**src/rtl/pcm_pkg.sv**
```systemverilog
// Package: cycle codes and fixed section geometry shared by the test-mode block.
// Assumes the strobe decoder presents one code per clock with a valid flag.
package pcm_pkg;

    localparam int SEC_N = 8;
    localparam int SEC_W = 3;

    typedef enum logic [2:0] {
        CYC_IDLE = 3'd0,
        CYC_RD   = 3'd1,
        CYC_WR   = 3'd2,
        CYC_RMW  = 3'd3,
        CYC_PRD  = 3'd4,
        CYC_PWR  = 3'd5,
        CYC_ROR  = 3'd6,
        CYC_CBR  = 3'd7
    } cyc_e;

    // True for every code that samples the array onto the output.
    function automatic logic is_read(input cyc_e k);
        return (k == CYC_RD) || (k == CYC_RMW) || (k == CYC_PRD);
    endfunction

    // True for every code that stores the input bit.
    function automatic logic is_write(input cyc_e k);
        return (k == CYC_WR) || (k == CYC_RMW) || (k == CYC_PWR);
    endfunction

    // True for page codes that reuse the latched row.
    function automatic logic is_page(input cyc_e k);
        return (k == CYC_PRD) || (k == CYC_PWR);
    endfunction

    // True for full-address data codes that latch a new row.
    function automatic logic is_row_open(input cyc_e k);
        return (k == CYC_RD) || (k == CYC_WR) || (k == CYC_RMW);
    endfunction

endpackage

```
**src/rtl/pcm_mode_ctrl.sv**
```systemverilog
// Module: tracks entry to and exit from parallel test mode.
// Entry: refresh with CAS first and write-enable low. Exit: either plain refresh.
// Assumes cyc_kind is meaningful only while cyc_valid is high.
module pcm_mode_ctrl
    import pcm_pkg::*;
(
    input  logic       clk,
    input  logic       rst_n,
    input  logic       cyc_valid,
    input  logic [2:0] cyc_kind,
    input  logic       we_n,
    output logic       test_mode
);

    cyc_e kind;

    // Purpose: view the raw code as the shared enum.
    always_comb kind = cyc_e'(cyc_kind);

    // Purpose: update the mode flag on refresh codes only.
    always_ff @(posedge clk) begin
        if (!rst_n) begin
            test_mode <= 1'b0;
        end else if (cyc_valid) begin
            case (kind)
                CYC_CBR: test_mode <= !we_n;
                CYC_ROR: test_mode <= 1'b0;
                default: test_mode <= test_mode;
            endcase
        end
    end

endmodule

```
**src/rtl/pcm_addr_map.sv**
```systemverilog
// Module: splits the address into a section index and an offset within a section.
// The section index is formed from the three bits that are ignored in test mode.
// Page codes take the row latched by the last full-address data code.
module pcm_addr_map
    import pcm_pkg::*;
#(
    parameter int ROW_W = 5,
    parameter int COL_W = 5,
    localparam int OFF_W = ROW_W + COL_W - SEC_W
) (
    input  logic             clk,
    input  logic             rst_n,
    input  logic             cyc_valid,
    input  logic [2:0]       cyc_kind,
    input  logic [ROW_W-1:0] row_addr,
    input  logic [COL_W-1:0] col_addr,
    output logic [SEC_W-1:0] sec_sel,
    output logic [OFF_W-1:0] offset
);

    cyc_e             kind;
    logic [ROW_W-1:0] row_q;
    logic [ROW_W-1:0] eff_row;

    // Purpose: view the raw code as the shared enum.
    always_comb kind = cyc_e'(cyc_kind);

    // Purpose: hold the open row for later page cycles.
    always_ff @(posedge clk) begin
        if (!rst_n) begin
            row_q <= '0;
        end else if (cyc_valid && is_row_open(kind)) begin
            row_q <= row_addr;
        end
    end

    // Purpose: choose the row in effect for this cycle.
    always_comb eff_row = (cyc_valid && is_page(kind)) ? row_q : row_addr;

    // Purpose: split the address into section and offset fields.
    always_comb begin
        sec_sel = {eff_row[ROW_W-1], col_addr[COL_W-1], col_addr[0]};
        offset  = {eff_row[ROW_W-2:0], col_addr[COL_W-2:1]};
    end

endmodule

```
**src/rtl/pcm_section_bank.sv**
```systemverilog
// Module: one eighth of the array, one bit wide, asynchronous read port.
// Cleared by reset. The write takes effect at the clock edge.
module pcm_section_bank #(
    parameter int OFF_W = 7,
    localparam int DEPTH = 1 << OFF_W
) (
    input  logic             clk,
    input  logic             rst_n,
    input  logic             wr_en,
    input  logic [OFF_W-1:0] offset,
    input  logic             wdata,
    output logic             rdata
);

    logic [DEPTH-1:0] cells;

    // Purpose: clear on reset, otherwise store one bit when enabled.
    always_ff @(posedge clk) begin
        if (!rst_n) begin
            cells <= '0;
        end else if (wr_en) begin
            cells[offset] <= wdata;
        end
    end

    // Purpose: present the addressed bit.
    always_comb rdata = cells[offset];

endmodule

```
**src/rtl/pcm_read_merge.sv**
```systemverilog
// Module: forms the output bit from the eight section bits and registers it.
// Normal mode selects one bit. Test mode reports whether all eight are equal.
module pcm_read_merge
    import pcm_pkg::*;
(
    input  logic             clk,
    input  logic             rst_n,
    input  logic             rd_strobe,
    input  logic             test_mode,
    input  logic [SEC_N-1:0] sec_bits,
    input  logic [SEC_W-1:0] sec_sel,
    output logic             dout
);

    logic all_one;
    logic all_zero;
    logic rd_bit;

    // Purpose: reduce the section bits and pick the value for this mode.
    always_comb begin
        all_one  = &sec_bits;
        all_zero = ~|sec_bits;
        rd_bit   = test_mode ? (all_one | all_zero) : sec_bits[sec_sel];
    end

    // Purpose: hold the last read result on the output.
    always_ff @(posedge clk) begin
        if (!rst_n) begin
            dout <= 1'b0;
        end else if (rd_strobe) begin
            dout <= rd_bit;
        end
    end

endmodule

```
**src/rtl/par_cmp_mem.sv**
```systemverilog
// Module: top of the test-mode memory block.
// Eight section banks share one offset. Normal writes enable one bank.
// Test writes enable all eight. Output drive follows the column strobe.
module par_cmp_mem
    import pcm_pkg::*;
#(
    parameter int ROW_W = 5,
    parameter int COL_W = 5
) (
    input  logic             clk,
    input  logic             rst_n,
    input  logic             cyc_valid,
    input  logic [2:0]       cyc_kind,
    input  logic             we_n,
    input  logic             cas_n,
    input  logic [ROW_W-1:0] row_addr,
    input  logic [COL_W-1:0] col_addr,
    input  logic             din,
    output logic             dout,
    output logic             dout_en
);

    localparam int OFF_W = ROW_W + COL_W - SEC_W;

    cyc_e             kind;
    logic             test_mode;
    logic [SEC_W-1:0] sec_sel;
    logic [OFF_W-1:0] offset;
    logic [SEC_N-1:0] sec_bits;
    logic [SEC_N-1:0] sec_wr;
    logic             wr_any;
    logic             rd_any;

    // Purpose: decode the data-cycle strobes.
    always_comb begin
        kind   = cyc_e'(cyc_kind);
        wr_any = cyc_valid && is_write(kind);
        rd_any = cyc_valid && is_read(kind);
    end

    pcm_mode_ctrl u_mode (
        .clk       (clk),
        .rst_n     (rst_n),
        .cyc_valid (cyc_valid),
        .cyc_kind  (cyc_kind),
        .we_n      (we_n),
        .test_mode (test_mode)
    );

    pcm_addr_map #(
        .ROW_W (ROW_W),
        .COL_W (COL_W)
    ) u_map (
        .clk       (clk),
        .rst_n     (rst_n),
        .cyc_valid (cyc_valid),
        .cyc_kind  (cyc_kind),
        .row_addr  (row_addr),
        .col_addr  (col_addr),
        .sec_sel   (sec_sel),
        .offset    (offset)
    );

    for (genvar s = 0; s < SEC_N; s++) begin : g_sec
        // Purpose: enable this bank in test mode or when it is addressed.
        always_comb sec_wr[s] = wr_any && (test_mode || (sec_sel == SEC_W'(s)));

        pcm_section_bank #(
            .OFF_W (OFF_W)
        ) u_bank (
            .clk    (clk),
            .rst_n  (rst_n),
            .wr_en  (sec_wr[s]),
            .offset (offset),
            .wdata  (din),
            .rdata  (sec_bits[s])
        );
    end

    pcm_read_merge u_merge (
        .clk       (clk),
        .rst_n     (rst_n),
        .rd_strobe (rd_any),
        .test_mode (test_mode),
        .sec_bits  (sec_bits),
        .sec_sel   (sec_sel),
        .dout      (dout)
    );

    // Purpose: drive the output only while the column strobe is low.
    always_comb dout_en = !cas_n;

endmodule

```
**config.mk**
```make
export PLATFORM = sky130hd
export DESIGN_NAME = par_cmp_mem
export DESIGN_NICKNAME = d
export VERILOG_FILES = /design/src/rtl/pcm_pkg.sv /design/src/rtl/pcm_mode_ctrl.sv /design/src/rtl/pcm_addr_map.sv /design/src/rtl/pcm_section_bank.sv /design/src/rtl/pcm_read_merge.sv /design/src/rtl/par_cmp_mem.sv
export SDC_FILE = /design/constraint.sdc
export NUM_CORES = 2
export LEC_CHECK = 0
export ABC_AREA = 1
export BUFFER_PORTS_ARGS = -buffer_cell sky130_fd_sc_hd__buf_2
export CORE_MARGIN = 2
export CORE_UTILIZATION = 40
export DETAILED_ROUTE_END_ITERATION = 7
export PLACE_DENSITY = 0.64
export SLEW_MARGIN = 0
export SYNTH_ARGS = -nofsm -noshare
export SYNTH_HDL_FRONTEND = slang
export SYNTH_SLANG_ARGS = --single-unit
export TNS_END_PERCENT = 5
```
**constraint.sdc**
```tcl
create_clock -name clk -period 2.9 [get_ports clk]
set_input_delay 0.435 -clock clk [delete_from_list [all_inputs] [get_ports clk]]
set_output_delay 0.435 -clock clk [all_outputs]
set_load 0.005 [all_outputs]
```
==> results_dict.tcl <==
set metrics [dict create \
    status "finished clean" \
    power.leakage_nw 25.3 \
    start_util_pct 40.4 \
    gr-total-overflow 0 \
    finalWeightedCongestion 0.948 \
    post-dp-hpwl_um 129000 \
    power-per-cell-area_mw_per_mm2 527 \
    wire_per_inst_um 20.9 \
    num_io_pins 21 \
    max_cap_viol_count 0 \
    hold_class "in2reg" \
    seqCellArea_mm2 0.0206 \
    clock.fmax_mhz 364 \
    cts_tree "built" \
    hold_path_end "u_mode.test_mode" \
    clk_root_buffer_cell "clkbuf_16" \
    placement_rows 135 \
    crit_path_max_fanout 7 \
    route.vias.total 57374 \
    layout_common_cells "nand3_1 (1385), nand2_1 (1139), a21oi_1 (1031), dfxtp_1 (1031), inv_1 (747)" \
    worst_clock_skew_ns 0.0416 \
    finish.net_count 8100 \
    setup_violations 0 \
    ant_nets 0 \
    clock_edge_transition_at_the_registers_on_the_reported_setup_and_hold_paths_ns 0.06 \
    dr.pass1.iters 6 \
    synth_enable_flop_cells 0 \
    ys.flop_type "dfxtp_1" \
    setup.reg_to_reg.worst_slack_ns 0.15 \
    r2r-end "u_merge.dout" \
    slew-limit-headroom_pct 23.4 \
    placement.io_buffers 20 \
    synth_top_cell_by_area "dfxtp_1" \
    clock_path_buffers 3 \
    synth_seq_cells 1031 \
    post_cts_buffers 0 \
    synthesis.instances 8116 \
    insertion_delay_ns 0.76 \
    power_mw 33.7 \
    hold_depth 4 \
    post-route-period-util_pct 94.8 \
    areaGrowthSynthToFinish_pct 16.5 \
    critPathArrivalTime_ns 3.37 \
    synth.lib_cells_used.distinct 37 \
    critical-path-top-cell-by-count "nand2_1" \
    crit_path_start_kind "flip-flop" \
    htree_levels 3 \
    core_mm2 0.136 \
    worstPathCellList "inv_1 > nand4_1 > nand2_1 > buf_4 > nor2_2 > buf_4 > o21ai_0 > and2_1 > nand2_1 > nand2_1 > nand2_1 > nor2_1 > nand2_1 > nor2_1 > nand2_1 > nand2_1 > nand2_1 > nand2_1 > nor2_1 > nor2_1" \
    ys_warn_count 0 \
    ff2ff_path_depth 20 \
    drc_errors 0 \
    synth_area_leaders "dfxtp_1 (38%), nand3_1 (13%), a21oi_1 (9.5%)" \
    multiInputGateArea_mm2 0.0280 \
    worst_ep_required_time_ns 3.51 \
    track_usage_pct 28.7 \
    count_of_routing_violations_after_the_opening_detailed_route_iteration 7515 \
    die_height_um 375 \
    fill_cells 13552 \
    final_layout_size_suffix_gt1_share_pct 13.5 \
    setup-tns-final_ns 0 \
    hold_path.startpoint "cyc_kind[1]" \
    maximum_number_of_pins_on_one_net_before_global_route_repair 123 \
    layout_commonest_cell "nand3_1" \
    cp-end-kind "flip-flop" \
    ir_drop_mv 0.483 \
    cpMaxStageDelayCell "dfxtp_1" \
    report.final.hold_viol_count 0 \
    grt_antenna_before_repair 2 \
    asr_flop_ratio_synth_pct 0 \
    tritoncts.num_buffers 114 \
    critical_path.max_stage_delay_ns 0.36 \
    launching_point_of_the_worst_reg2reg_path "u_map.row_q[1]" \
    die_x_um 375 \
    min_period_ns 2.75 \
    area_of_the_die_mm2 0.140 \
    drt_wl_total_um 208000 \
    tightestPinTransition_ns 1.15 \
    synth_seq_area_share_pct 37.6 \
    avgViaCountPerCell 5.76 \
    mappedNetlistArea_mm2 0.0549 \
    grt_first_pass_wirelength_um 320000 \
    category_of_the_critical_setup_timing_path "reg2reg" \
    post_synth.cell_area_avg_um2 6.77 \
    cts_num_sinks 1031 \
    via_count_of_the_first_global_routing_pass 53622 \
    grt_setup_unrepaired "no" \
    slew_violations 0 \
    synth.net_count 8135 \
    yosys.area.top_type_share_pct 37.6 \
]
==> how the worst max path moves through the flow <==
stage | from | endpoint | slack, ns
6_report | u_map.row_q[1] | u_merge.dout | 0.15
3_5_place_dp | col_addr[1] | u_merge.dout | -0.34
5_1_grt | u_map.row_q[0] | u_merge.dout | 0.004
3_3_place_gp | col_addr[1] | u_merge.dout | -0.36
4_1_cts | u_map.row_q[0] | u_merge.dout | 0.21
2_1_floorplan | cyc_kind[2] | g_sec[5].u_bank.cells[62] | 0.65
==> sequential cells by signal, indices dropped and copies added, names as in the netlist <==
| signal | count |
|---|---|
| u_mode.test_mode | 1 |
| g_sec.u_bank.cells | 1024 |
| u_merge.dout | 1 |
| u_map.row_q | 5 |
==> cell families after synthesis <==
logic type / after synthesis / synth area share (%)
compound gates: 2259 / 20.9
buf+inv: 1570 / 11.7
flops: 1031 / 37.6
simple gates: 3256 / 29.8
==> worst max-delay path, delay by kind of cell, from the launching register on <==
family          cells  cell delay [ns]
simple gates       16             1.54
compound gates      1             0.15
buf+inv             3             0.53
flops               1             0.36
==> stage by stage <==
stage	cells	hold slack, ns	cell area, um^2	setup WS (ns)	utilization (%)
CTS	9960	0.123	64000	0.212	47.1
global route	9961	0.169	64000	0.00418	47.1
floorplan	8116	0.444	54900	0.646	-
finish	9961	0.152	64000	0.150	47.1
global placement	9734	0.453	59800	-0.356	44.1
detailed placement	9734	0.461	59800	-0.336	44.1
==> synth_stat cells, types with 5 or more instances <==
master / instances
a21oi_1: 1039
or2_2: 79
inv_4: 16
nor2_4: 42
clkbuf_1: 380
o211ai_1: 56
buf_6: 21
nand2_2: 5
inv_1: 747
buf_4: 31
nor2_1: 427
buf_2: 142
o21ai_0: 677
buf_1: 70
or2_1: 37
nand2_1: 1139
dfxtp_1: 1031
nand3_1: 1385
nand4_1: 6
o21ai_1: 482
nor2_8: 102
nand3b_1: 19
inv_6: 6
or2_0: 5
inv_2: 154
==> final cells by class <==
cell class / instances / area share [%]
Multi-Input combinational cell: 5515 / 43.7
Sequential cell: 1031 / 32.2
Timing Repair Buffer: 494 / 8.59
Inverter: 925 / 5.64
Clock buffer: 168 / 5.36
Tap cell: 1781 / 3.48
Clock inverter: 46 / 0.974
Antenna cell: 1 / 0.00391
==> per-layer routing <==
metal  track usage (%)  vias to the layer above  part of all wire (%)
met5                 0                        -                     0
met4              12.2                        0                   4.1
met3              5.08                      479                   9.8
met2              44.3                     2949                    44
met1              39.4                    27116                    42
li1                  -                    26830                     -
==> what timing repair did <==
item	4_1_cts	5_1_grt
endpoints found under the hold margin	6	0
setup endpoints to repair	0	1
resized for setup	0	1
hold buffers	12	0
==> power by group <==
group | internal (mW) | switching [mW]
Clock | 9.33 | 6.45
Sequential | 14.2 | 0.00931
Combinational | 1.07 | 2.68
No activity file was read; power rests on OpenSTA's default activity.
